**src/rtl/edge_io_pkg.sv**
```systemverilog
package edge_io_pkg;
    localparam int unsigned ADDR_W   = 4;
    localparam int unsigned OFF_IRQ  = 6;
    localparam int unsigned OFF_CTRL = 7;
    localparam int unsigned OFF_WIN  = 8;
    localparam int unsigned PAGE_HI  = 7;
    localparam int unsigned PAGE_LO  = 6;

    typedef enum logic [1:0] {
        PG_NONE = 2'd0,
        PG_POL  = 2'd1,
        PG_EN   = 2'd2,
        PG_STAT = 2'd3
    } page_e;
endpackage

```
**src/rtl/edge_io_sync.sv**
```systemverilog
module edge_io_sync #(
    parameter int unsigned WIDTH  = 48,
    parameter int unsigned STAGES = 2
) (
    input  logic             clk,
    input  logic             rst_n,
    input  logic [WIDTH-1:0] d,
    output logic [WIDTH-1:0] q
);
    logic [STAGES-1:0][WIDTH-1:0] chain_d, chain_q;

    always_comb begin
        chain_d[0] = d;
        for (int i = 1; i < STAGES; i++) begin
            chain_d[i] = chain_q[i-1];
        end
    end

    always_ff @(posedge clk or negedge rst_n) begin
        if (!rst_n) chain_q <= '0;
        else        chain_q <= chain_d;
    end

    assign q = chain_q[STAGES-1];
endmodule

```
**src/rtl/edge_io_capture.sv**
```systemverilog
module edge_io_capture #(
    parameter int unsigned W = 8
) (
    input  logic         clk,
    input  logic         rst_n,
    input  logic [W-1:0] level,
    input  logic [W-1:0] pol,
    input  logic [W-1:0] en,
    input  logic         clr,
    output logic [W-1:0] status
);
    typedef struct packed {
        logic [W-1:0] prev;
        logic [W-1:0] stat;
    } cap_t;

    cap_t c_d, c_q;
    logic [W-1:0] rise, fall, hit;

    always_comb begin
        rise     = level & ~c_q.prev;
        fall     = ~level & c_q.prev;
        hit      = en & ((pol & rise) | (~pol & fall));
        c_d.prev = level;
        // a clear and a fresh edge in one cycle: the edge survives
        c_d.stat = (clr ? '0 : c_q.stat) | hit;
    end

    always_ff @(posedge clk or negedge rst_n) begin
        if (!rst_n) c_q <= '0;
        else        c_q <= c_d;
    end

    assign status = c_q.stat;
endmodule

```
**src/rtl/edge_io_ctrl.sv**
```systemverilog
module edge_io_ctrl
    import edge_io_pkg::*;
#(
    parameter int unsigned NUM_PORTS   = 6,
    parameter int unsigned PORT_W      = 8,
    parameter int unsigned EDGE_PORTS  = 3,
    parameter int unsigned SYNC_STAGES = 2
) (
    input  logic                        clk,
    input  logic                        rst_n,
    input  logic [ADDR_W-1:0]           bus_addr,
    input  logic                        bus_wr,
    input  logic [PORT_W-1:0]           bus_wdata,
    output logic [PORT_W-1:0]           bus_rdata,
    input  logic [NUM_PORTS*PORT_W-1:0] pin_in,
    output logic [NUM_PORTS*PORT_W-1:0] pin_drive_low,
    output logic                        irq
);
    localparam int unsigned LINES = NUM_PORTS * PORT_W;

    typedef struct packed {
        logic [NUM_PORTS-1:0][PORT_W-1:0]  outp;
        page_e                             page;
        logic [NUM_PORTS-1:0]              lock;
        logic [EDGE_PORTS-1:0][PORT_W-1:0] pol;
        logic [EDGE_PORTS-1:0][PORT_W-1:0] en;
    } regs_t;

    regs_t                             r_d, r_q;
    logic [LINES-1:0]                  lvl;
    logic [EDGE_PORTS-1:0]             wipe;
    logic [EDGE_PORTS-1:0]             pend;
    logic [EDGE_PORTS-1:0][PORT_W-1:0] stat;

    edge_io_sync #(
        .WIDTH  (LINES),
        .STAGES (SYNC_STAGES)
    ) u_sync (
        .clk   (clk),
        .rst_n (rst_n),
        .d     (pin_in),
        .q     (lvl)
    );

    generate
        for (genvar g = 0; g < EDGE_PORTS; g++) begin : g_edge
            edge_io_capture #(
                .W (PORT_W)
            ) u_cap (
                .clk    (clk),
                .rst_n  (rst_n),
                .level  (lvl[g*PORT_W +: PORT_W]),
                .pol    (r_q.pol[g]),
                .en     (r_q.en[g]),
                .clr    (wipe[g]),
                .status (stat[g])
            );
            assign pend[g] = |stat[g];
        end
    endgenerate

    // next-state: port outputs, page/lock, window registers, clear pulses
    always_comb begin
        r_d  = r_q;
        wipe = '0;
        if (bus_wr) begin
            for (int p = 0; p < NUM_PORTS; p++) begin
                if (bus_addr == ADDR_W'(p) && !r_q.lock[p]) begin
                    r_d.outp[p] = bus_wdata;
                end
            end
            if (bus_addr == ADDR_W'(OFF_CTRL)) begin
                r_d.page = page_e'(bus_wdata[PAGE_HI:PAGE_LO]);
                r_d.lock = bus_wdata[NUM_PORTS-1:0];
            end
            for (int w = 0; w < EDGE_PORTS; w++) begin
                if (bus_addr == ADDR_W'(OFF_WIN + w)) begin
                    case (r_q.page)
                        PG_POL:  r_d.pol[w] = bus_wdata;
                        PG_EN:   r_d.en[w]  = bus_wdata;
                        PG_STAT: wipe[w]    = 1'b1;
                        default: ;
                    endcase
                end
            end
        end
    end

    always_ff @(posedge clk or negedge rst_n) begin
        if (!rst_n) r_q <= '0;
        else        r_q <= r_d;
    end

    // read mux
    always_comb begin
        bus_rdata = '0;
        for (int p = 0; p < NUM_PORTS; p++) begin
            if (bus_addr == ADDR_W'(p)) begin
                bus_rdata = ~lvl[p*PORT_W +: PORT_W];
            end
        end
        if (bus_addr == ADDR_W'(OFF_IRQ)) begin
            bus_rdata = PORT_W'(pend);
        end
        for (int w = 0; w < EDGE_PORTS; w++) begin
            if (bus_addr == ADDR_W'(OFF_WIN + w)) begin
                case (r_q.page)
                    PG_POL:  bus_rdata = r_q.pol[w];
                    PG_EN:   bus_rdata = r_q.en[w];
                    PG_STAT: bus_rdata = stat[w];
                    default: bus_rdata = '0;
                endcase
            end
        end
    end

    assign pin_drive_low = r_q.outp;
    assign irq           = |pend;
endmodule

```
**config.mk**
```make
export PLATFORM = sky130hd
export DESIGN_NAME = edge_io_ctrl
export DESIGN_NICKNAME = d
export VERILOG_FILES = /design/src/rtl/edge_io_pkg.sv /design/src/rtl/edge_io_sync.sv /design/src/rtl/edge_io_capture.sv /design/src/rtl/edge_io_ctrl.sv
export SDC_FILE = /design/constraint.sdc
export NUM_CORES = 1
export LEC_CHECK = 0
export ABC_AREA = 1
export BUFFER_PORTS_ARGS = -buffer_cell sky130_fd_sc_hd__buf_2
export CORE_ASPECT_RATIO = 0.75
export CORE_MARGIN = 4
export CORE_UTILIZATION = 34
export CTS_CLUSTER_SIZE = 8
export DETAILED_ROUTE_END_ITERATION = 6
export PLACE_DENSITY = 0.47
export SLEW_MARGIN = 10
export SYNTH_ARGS = -nofsm -noshare
export SYNTH_HDL_FRONTEND = slang
export SYNTH_SLANG_ARGS = --single-unit
```
**constraint.sdc**
```tcl
create_clock -name clk -period 2.14 [get_ports clk]
set_input_delay 0.428 -clock clk [delete_from_list [all_inputs] [get_ports clk]]
set_output_delay 0.428 -clock clk [all_outputs]
set_load 0.005 [all_outputs]
```
; Word-level counts from Yosys, hierarchy flattened
; Cells that the tools add are included.
[op_classes]
add_sub_neg = 0
multipliers = 0
n_div = 0
n_lt_le_gt_ge = 0
eq_ne = 13
shifts = 0
n_mux = 21
bitwise = 33
n_reduce_logical = 30
[ops]
columns = cell, count
row1 = $and 8x8->8, 15
row2 = $mux 8, 13
row3 = $not 8->8, 12
row4 = $pmux 8 s3, 3
row5 = $or 8x8->8, 6
row6 = $reduce_or 24->1, 1
row7 = $reduce_or 8->1, 3
row8 = $reduce_and 3->1, 6
row9 = $eq 4x3->1 const B, 4
row10 = $reduce_and 2->1, 7
row11 = $eq 4x4->1 const B, 3
row12 = $eq 4x2->1 const B, 2
row13 = $logic_and 1x1->1, 6
row14 = $logic_not 1->1, 6
row15 = $eq 2x2->1 const B, 2
row16 = $eq 4x1->1 const B, 1
row17 = $logic_not 4->1, 1
row18 = $mux 1, 4
row19 = $mux 3, 1
row20 = $eq 2x1->1 const B, 1
[totals]
ff_bits = 248
latch_bits = 0
ram_bits = 0
romBits = 0
out_inout_bits = 57
wordCells = 119
mem_count = 0

; Longest topological paths before layout
; Gate-level depths: netlist of the first run.
[depth]
ltp_word = 11
ltp_mapped = 9

; Modules after synthesis
; From an unflattened synthesis of the first run, not the netlist that was laid out.
[unflattened]
hier_cells = 1117
area_unflattened_um2 = 10213.5
[by_module_without_submodules]
columns = module, n_inst, cells_each, area_per_inst_um2
row1 = edge_io_ctrl, 1, 706, 5442.7
row2 = edge_io_sync, 1, 96, 2402.3
row3 = edge_io_capture, 3, 105, 789.5

; Least setup slack after synthesis of the first run
; Ideal clock, no wire load.
[synth_timing]
kind = input to output
startpoint = input port bus_addr[2]
endpoint = output port bus_rdata[3]
arrival_time_ns = 1.323
slack_ns = 0.389
stages = 8
n_path_buf = 0
cell_sequence = inv_1 nand2_1 nor2_2 inv_1 or2_2 nand3_1 nand2_1 nand4_1
[synth_between]
elab_chain_cells = 11
[synth_rtl]
columns = item, line_no
row1 = from (decl), edge_io_ctrl.sv:11  ; input logic [ADDR_W-1:0] bus_addr,
row2 = $logic_not 4->1, edge_io_ctrl.sv:98  ; if (bus_addr == ADDR_W'(p)) begin
row3 = $mux 8 (6 in series), edge_io_ctrl.sv:98
row4 = $mux 8, edge_io_ctrl.sv:102  ; if (bus_addr == ADDR_W'(OFF_IRQ)) begin
row5 = $mux 8 (2 in series), edge_io_ctrl.sv:106  ; if (bus_addr == ADDR_W'(OFF_WIN + w)) begin
row6 = $mux 8 *, edge_io_ctrl.sv:106
row7 = to (decl), edge_io_ctrl.sv:14  ; output logic [PORT_W-1:0] bus_rdata,
; Mark *: on every way between the ends. The rest lies on a longest branch, timed or not.

; Worst setup path after layout of the first run
[layout_timing]
startpoint = register r_q[55] (netlist bit)
endpoint = output port bus_rdata[6]
[layout_between]
elab_chain_cells = 5
[layout_rtl]
columns = item, line_no
row1 = from (decl), edge_io_ctrl.sv:29  ; regs_t r_d, r_q;
row2 = from (signal assigned), edge_io_ctrl.sv:91  ; else r_q <= r_d;
row3 = $eq 2x2->1 or $eq 2x1->1 (tied branches), edge_io_ctrl.sv:107  ; case (r_q.page)
row4 = $pmux 8 s3, edge_io_ctrl.sv:107
row5 = $mux 8 (2 in series), edge_io_ctrl.sv:106
row6 = $mux 8 *, edge_io_ctrl.sv:106
; Marks and branches as above.

==> run summary, run 1 <==
## Floorplan
• 0.02798 sq mm — core region area
• 0.3451 — starting utilization of the core area
• 0.03119 sq mm — Die Area
• 120 — num ports
• 53 — Rows
• 154.0 microns — die extent in y
• 202.6 microns — width of the die

## Hold path
• u_sync.chain_d[60] — hold worst-path end
• 1 — depth of the worst hold-timing path
• pin_in[12] — min-delay src
• in2reg — class of the worst hold path

## Place
• 0.8479 — weighted congestion at the end of routability-driven global placement
• 0.01058 sq mm — cell area reported after detailed placement
• 4.391 ps — pre-CTS WS
• 119 — total of buffers placed on input and output ports
• 18.13 mm — DP Wirelength

## STA
• 9 — Final setup viols
• -291.1 ps — crit path setup slack, layout
• 0.4113 GHz — Fmax
• 20.90 ps — final hold slack
• 0.5158 — headroom to the max-slew limit
• 0 — total count of hold-check failures in the final report
• 2431 ps — minimum clock period after layout
• 725.5 ps — slew of the pin with the lowest slew margin
• 1.136 — Final Cycle Share
• 0 — final count of pins violating max slew
• 13.40 ps — clk_skew
• true — setup repair after global routing missed its margin

## Synthesis
• 0 — Adder-Cell Fraction of Synth Area
• 0 — share of synthesized area spent on multiplexers
• 945 — Cells after Synth
• 0.6426 — share of synthesized area occupied by flip-flops and latches
• 0.6426 — fraction of synthesized cell area taken by the top area cell type
• 0 — Yosys warning count
• 0.009658 sq mm — mapped cell area
• sky130_fd_sc_hd__dfrtp_1 (64%), sky130_fd_sc_hd__nand2_1 (9.1%), sky130_fd_sc_hd__o21ai_0 (6.2%) — leading post-synthesis cells by cell area
• 0 — post-synthesis share of cell area spent on xor and xnor gates
• simple AND/OR/NAND/NOR gates — largest family of logic cells by synthesized area
• 0.1194 — fraction of the mapped netlist area in compound gates
• sky130_fd_sc_hd__dfrtp_1 — biggest area consumer among synthesized cells
• 0.1482 — Post-Synth Simple-Gate Area
• 27 — Synth cell types
• 10.22 sq um — average size of a mapped cell
• 1008 — number of nets in the synthesized netlist
• 248 — number of synthesized register bits

## Setup path
• 14 — critical-path maximum fanout
• 1710 ps — required time of the worst setup path
• reg2out — critical path type
• r_q[55] — worst reg2reg path startpoint
• flip-flop — sort of element at the start of the critical path
• 2000 ps — worst endpoint data arrival time
• primary output — sort of element at the end of the critical path
• 350 ps — setup slack of the most critical reg-to-reg path
• 6 — path depth of the worst reg2reg path
• g_edge[0].u_cap.status[1] — Crit Reg-Reg Endpoint

## Layout
• 0.01215 sq mm — final cell area excluding filler cells
• 0.2337 — share of post-route cells with drive strength above 1
• 2720 — count of fill cells added during filler insertion
• 25.79% — synth-to-layout area growth
• 1163 — count of nets after finishing
• 0.4341 — final core utilization

## Power
• 0.2712 — switching fraction of total power
• 3.525 mW — Sw Pwr
• 0.153 — combinational share of power
• 5.863 nW — leakage power of the design
• 13.00 mW — overall power of the completed layout
• 9.476 mW — Cell Int Power
• 0.452 — part of the power in registers
• 0.394 — share of power burned in the clock network
• 1070 mW/mm^2 — power density normalized to cell area
• 0.5679 mV — peak ir drop on the vdd network

## Global routing
• 0 — gr ovfl total
• 42.39 mm — first-pass GRT wire length
• 7080 — via count of the first global-routing pass
• 70 — largest net degree at the start of global routing
• 0.1763 — global-route total usage across every layer
• 0 — number of antenna violations at the first check in global routing

## Clocking
• 3 — Max clock buf depth
• sky130_fd_sc_hd__clkbuf_16 — buffer cell driving the clock tree root
• 248 — clock sink count
• 37 — Inserted Clock Buffers
• 50 ps — clock transition at the register clock pins on the worst setup and hold paths after CTS
• yes — CTS tree
• 520 ps — insertion delay of the later-clocked pin in the worst-skew pair
• 2 — maximum level of the CTS H-tree

## Detailed routing
• 5 — first drt pass iteration count
• 394 — number of violations reported at the end of detailed-routing iteration 0
• 18.31 microns — average wire length per cell after detail routing
• 0 — remaining routing DRC violations
• 27.29 mm — total wirelength of the detailed-routed design
• 4.681 — post-detailed-route via-to-cell ratio
• 0 — number of nets still failing antenna checks after routing
• 6975 — vias after detailed routing

## Run
• 0 — count of maximum capacitance violations

## Status
• setup timing — failing checks
• finished, violations left — run status

## cells in the mapped netlist
cell type,n
sky130_fd_sc_hd__nor2_2,6
sky130_fd_sc_hd__nand3_4,2
sky130_fd_sc_hd__nand3_2,3
sky130_fd_sc_hd__buf_6,1
sky130_fd_sc_hd__a21oi_1,12
sky130_fd_sc_hd__nand4_1,17
sky130_fd_sc_hd__nor3_1,2
sky130_fd_sc_hd__a32o_1,24
sky130_fd_sc_hd__nand2_1,233
sky130_fd_sc_hd__inv_1,95
sky130_fd_sc_hd__clkinv_1,1
sky130_fd_sc_hd__dfrtp_1,248
sky130_fd_sc_hd__nor2_1,44
sky130_fd_sc_hd__clkbuf_1,19
sky130_fd_sc_hd__nor3_2,1
sky130_fd_sc_hd__nor3_4,1
sky130_fd_sc_hd__buf_4,52
sky130_fd_sc_hd__buf_1,1
sky130_fd_sc_hd__nand2_2,3
sky130_fd_sc_hd__or2_2,5
sky130_fd_sc_hd__nand3_1,17
sky130_fd_sc_hd__o221ai_1,16
sky130_fd_sc_hd__o211ai_1,8
sky130_fd_sc_hd__a21o_1,7
sky130_fd_sc_hd__nor2_4,1
sky130_fd_sc_hd__o21ai_0,120
sky130_fd_sc_hd__buf_2,6
## layout make-up
cell class / instances / area, sq um / share of cell area
Sequential cell: 248 / 6207 / 0.5109
Antenna cell: 1 / 2.502 / 0.0002060
Inverter: 96 / 361.6 / 0.02976
Timing Repair Buffer: 195 / 1388 / 0.1142
Clock inverter: 3 / 45.04 / 0.003708
Tap cell: 385 / 481.7 / 0.03965
Clock buffer: 40 / 958.4 / 0.07889
Multi-Input combinational cell: 522 / 2705 / 0.2227
## logic make-up after synthesis
logic type / after synthesis
buf+inv: 175
compound gates: 187
flops: 248
simple gates: 335
## layout by cell type, fill, tap and decap left out, types with 16 or more instances in the layout
cell type / netlist / layout
sky130_fd_sc_hd__a32o_1: 24 / 24
sky130_fd_sc_hd__buf_2: 6 / 118
sky130_fd_sc_hd__buf_4: 52 / 34
sky130_fd_sc_hd__clkbuf_16: 0 / 40
sky130_fd_sc_hd__dfrtp_1: 248 / 247
sky130_fd_sc_hd__dlygate4sd3_1: 0 / 31
sky130_fd_sc_hd__inv_1: 95 / 88
sky130_fd_sc_hd__nand2_1: 233 / 224
sky130_fd_sc_hd__nand3_1: 17 / 16
sky130_fd_sc_hd__nand4_1: 17 / 17
sky130_fd_sc_hd__nor2_1: 44 / 42
sky130_fd_sc_hd__o21ai_0: 120 / 120
## metrics by stage
step | std cells | setup TNS [ps]
after global routing | 1489 | -2638
after global placement | 1407 | 0
after CTS | 1483 | -1624
after detailed placement | 1407 | 0
final | 1490 | -1802
after floorplan | 945 | 0
## flip-flops by register name, indices dropped and copies added, names as in the netlist
| signal | flops |
|---|---|
| g_edge.u_cap.status | 24 |
| r_q | 56 |
| pin_drive_low | 48 |
| u_sync.q | 48 |
| u_sync.chain_d | 48 |
| g_edge.u_cap.c_q | 24 |
## how the worst max path moves through the flow
stage,start,to,cells past startpoint
6_report,r_q[55],bus_rdata[6],8
4_1_cts,r_q[54],bus_rdata[3],8
5_1_grt,r_q[55],bus_rdata[6],8
2_1_floorplan,bus_addr[2],bus_rdata[3],8
3_5_place_dp,bus_addr[2],bus_rdata[6],12
3_3_place_gp,bus_addr[2],bus_rdata[6],12
## critical path, cell delays in order, from the launching register on
cell,delay [ps]
sky130_fd_sc_hd__dfrtp_1,420
sky130_fd_sc_hd__inv_2,80
sky130_fd_sc_hd__nor2_4,140
sky130_fd_sc_hd__buf_12,180
sky130_fd_sc_hd__nand2_4,40
sky130_fd_sc_hd__o211ai_1,100
sky130_fd_sc_hd__nand2_1,150
sky130_fd_sc_hd__nand4_1,210
sky130_fd_sc_hd__buf_2,150
## timing repair
| action | 4_1_cts | 5_1_grt |
|---|---|---|
| endpoints found under the hold margin | 66 | 0 |
| setup buffers | 2 | 3 |
| gates resized for setup | 23 | 18 |
| hold buffers | 31 | 0 |
| pin swaps | 9 | 10 |
| endpoints found under the setup margin | 9 | 9 |
| gates cloned | 0 | 3 |
## layer usage
metal  global-route usage  share of wire
met1               0.2746           0.50
met2               0.2465           0.41
met3              0.04111          0.065
met4              0.04588          0.018
met5                    0              0
## power groups by stage
| stage | Clock [mW] | Sequential (mW) | Combinational (mW) |
|---|---|---|---|
| floorplan | 0 | 5.79 | 1.28 |
| global placement | 0 | 5.91 | 1.75 |
| detailed placement | 0 | 5.91 | 1.77 |
| CTS | 5.29 | 5.86 | 1.89 |
| global route | 5.48 | 5.98 | 2.27 |
| finish | 5.13 | 5.88 | 1.99 |
(Power assumes the default switching activity.)
==> run 2, diff against run 1 <==
CORE_MARGIN = 2   (was 4)
==> run 2 against run 1 <==
Effect of this change:
- the run still ends with setup timing left
- setup slack gained 21 ps
- global-route usage grew 0.92 points
- sequential share of layout area rose by 0.38 points
- die area fell by 4.5%
- via count shrank 0.56%
- sequential power barely moved
- non-clock buffer count decreased by 4
- power fell by 0.31%
- first-iteration DRC count grew 21%
- largest power group unchanged
==> run summary, run 2 (synthesized netlist as in run 1, its figures left out) <==
## STA
• 0 — total count of hold-check failures in the final report, unchanged
• 2410 ps — minimum clock period after layout, was 2431 ps
• -269.8 ps — crit path setup slack, layout, was -291.1 ps
• 1.126 — Final Cycle Share, was 1.136
• 0 — final count of pins violating max slew, unchanged
• 8 — Final setup viols, was 9
• -1766 ps — Setup TNS, was -1802 ps
• 23.28 ps — final hold slack, was 20.90 ps
• true — setup repair after global routing missed its margin, unchanged
• 0.4150 GHz — Fmax, was 0.4113 GHz
• 14.35 ps — clk_skew, was 13.40 ps
• 0.5717 — headroom to the max-slew limit, was 0.5158
• 641.7 ps — slew of the pin with the lowest slew margin, was 725.5 ps

## Setup path
• 6 — path depth of the worst reg2reg path, unchanged
• primary output — sort of element at the end of the critical path, unchanged
• r_q[54] — worst reg2reg path startpoint, was r_q[55]
• 24 — critical-path maximum fanout, was 14
• 380 ps — setup slack of the most critical reg-to-reg path, was 350 ps
• 1710 ps — required time of the worst setup path, about the same
• g_edge[0].u_cap.status[0] — Crit Reg-Reg Endpoint, was g_edge[0].u_cap.status[1]
• reg2out — critical path type, unchanged
• flip-flop — sort of element at the start of the critical path, unchanged
• 1980 ps — worst endpoint data arrival time, was 2000 ps

## Global routing
• 0.1855 — global-route total usage across every layer, was 0.1763
• 1 — number of antenna violations at the first check in global routing, was 0
• 0 — gr ovfl total, unchanged
• 40.60 mm — first-pass GRT wire length, was 42.39 mm
• 6815 — via count of the first global-routing pass, was 7080
• 60 — largest net degree at the start of global routing, was 70

## Detailed routing
• 18.10 microns — average wire length per cell after detail routing, was 18.31 microns
• 0 — remaining routing DRC violations, unchanged
• 26.92 mm — total wirelength of the detailed-routed design, was 27.29 mm
• 4.664 — post-detailed-route via-to-cell ratio, was 4.681
• 478 — number of violations reported at the end of detailed-routing iteration 0, was 394
• 6936 — vias after detailed routing, was 6975
• 5 — first drt pass iteration count, unchanged
• 0 — number of nets still failing antenna checks after routing, unchanged

## Clocking
• sky130_fd_sc_hd__clkbuf_16 — buffer cell driving the clock tree root, unchanged
• 248 — clock sink count, unchanged
• 3 — Max clock buf depth, unchanged
• 2 — maximum level of the CTS H-tree, unchanged
• 37 — Inserted Clock Buffers, unchanged
• 50 ps — clock transition at the register clock pins on the worst setup and hold paths after CTS, about the same
• yes — CTS tree, unchanged
• 520 ps — insertion delay of the later-clocked pin in the worst-skew pair, about the same

## Layout
• 0.4310 — final core utilization, was 0.4341
• 24.87% — synth-to-layout area growth, was 25.79%
• sky130_fd_sc_hd__dfrtp_1 (247), sky130_fd_sc_hd__nand2_1 (228), sky130_fd_sc_hd__o21ai_0 (120) — commonest cells after routing, fill and taps aside, was sky130_fd_sc_hd__dfrtp_1 (247), sky130_fd_sc_hd__nand2_1 (224), sky130_fd_sc_hd__o21ai_0 (120)
• 0.2257 — share of post-route cells with drive strength above 1, was 0.2337
• 1159 — count of nets after finishing, was 1163
• sky130_fd_sc_hd__dfrtp_1 — most frequent standard cell in the layout excluding fill and tap cells, unchanged
• r_q — register with the highest flop count, unchanged
• 0.01206 sq mm — final cell area excluding filler cells, was 0.01215 sq mm
• 56 — number of flip-flops under the largest register name, unchanged

## Floorplan
• 53 — Rows, unchanged
• 0.02978 sq mm — Die Area, was 0.03119 sq mm
• 150.0 microns — die extent in y, was 154.0 microns
• 120 — num ports, unchanged
• 198.6 microns — width of the die, was 202.6 microns
• 0.3451 — starting utilization of the core area, unchanged
• 0.02798 sq mm — core region area, unchanged

## Status
• finished, violations left — run status, unchanged
• setup timing — failing checks, unchanged

## Power
• 1075 mW/mm^2 — power density normalized to cell area, was 1070 mW/mm^2
• 0.5081 mV — peak ir drop on the vdd network, was 0.5679 mV
• 5.813 nW — leakage power of the design, was 5.863 nW

## Place
• 17.96 mm — DP Wirelength, was 18.13 mm
• 0.8716 — weighted congestion at the end of routability-driven global placement, was 0.8479
• 119 — total of buffers placed on input and output ports, unchanged
• 7.694 ps — pre-CTS WS, was 4.391 ps
• 0.01058 sq mm — cell area reported after detailed placement, unchanged

## Run
• 0 — count of maximum capacitance violations, unchanged

## Hold path
• pin_in[11] — min-delay src, was pin_in[12]
• 1 — depth of the worst hold-timing path, unchanged
• in2reg — class of the worst hold path, unchanged
• u_sync.chain_d[59] — hold worst-path end, was u_sync.chain_d[60]

-- run 2: cell count changes in the layout (fill, tap and decap cells not counted), moves of 2 or more --
cell / change
sky130_fd_sc_hd__o221ai_1: +4
sky130_fd_sc_hd__diode_2: +2
sky130_fd_sc_hd__o221ai_2: -6
sky130_fd_sc_hd__nand2_2: -3
sky130_fd_sc_hd__dlygate4sd3_1: -4
sky130_fd_sc_hd__o221ai_4: +2
sky130_fd_sc_hd__nand2_1: +4
-- run 2: worst max-delay path by stage --
stage	cells after the start	end	start	slack [ps]
final	8	bus_rdata[3]	r_q[54]	-270
after global routing	8	bus_rdata[3]	r_q[54]	-340
after CTS	8	bus_rdata[3]	r_q[54]	-250
after detailed placement	12	bus_rdata[5]	bus_addr[2]	8
after global placement	12	bus_rdata[5]	bus_addr[2]	20
after floorplan	8	bus_rdata[3]	bus_addr[2]	390
-- run 2: power by group --
group	switching [mW]	total [mW]	internal, mW
combinational	1.09	1.99	0.895
clock	1.96	5.11	3.15
sequential	0.439	5.86	5.42
-- run 2: final cells by class --
cell class                 instances  area, sq um
tap                              385        481.7
clock inverter                     2        23.77
fill                            2767        15920
timing repair buffer             191         1330
inverter                          96        362.8
clock buffer                      40        968.4
antenna                            3        7.507
sequential                       248         6207
multi-input combinational        522         2679
-- run 2: worst max-delay path: stages, from the launching register on --
cell and delay [ps]:
sky130_fd_sc_hd__dfrtp_2 430, sky130_fd_sc_hd__nand2_1 110, sky130_fd_sc_hd__buf_12 210, sky130_fd_sc_hd__inv_1 80
sky130_fd_sc_hd__nand2_1 60, sky130_fd_sc_hd__o211ai_1 90, sky130_fd_sc_hd__nand2_1 160, sky130_fd_sc_hd__nand4_1 150
sky130_fd_sc_hd__buf_2 160
-- run 2: per-stage QoR --
step	std cells	total power [mW]
after detailed placement	1407	7.687
final	1487	12.96
after floorplan	945	7.072
after CTS	1476	12.97
after global routing	1484	13.70
after global placement	1407	7.665
-- run 2: metal layers --
metal / GRT usage / part of all wire / vias up
met2: 0.2587 / 0.41 / 201
met4: 0.04813 / 0.015 / 0
met1: 0.2869 / 0.50 / 3358
met5: 0 / 0 / -
met3: 0.04192 / 0.073 / 34
li1: - / - / 3343
-- run 2: what timing repair did --
action                     4_1_cts  5_1_grt
setup buffers                    0        6
pin swaps                        5       11
setup endpoints to repair        9        9
resized for setup               14       18
gates cloned                     0        2
hold endpoints to repair        77        0
hold buffers                    27        0
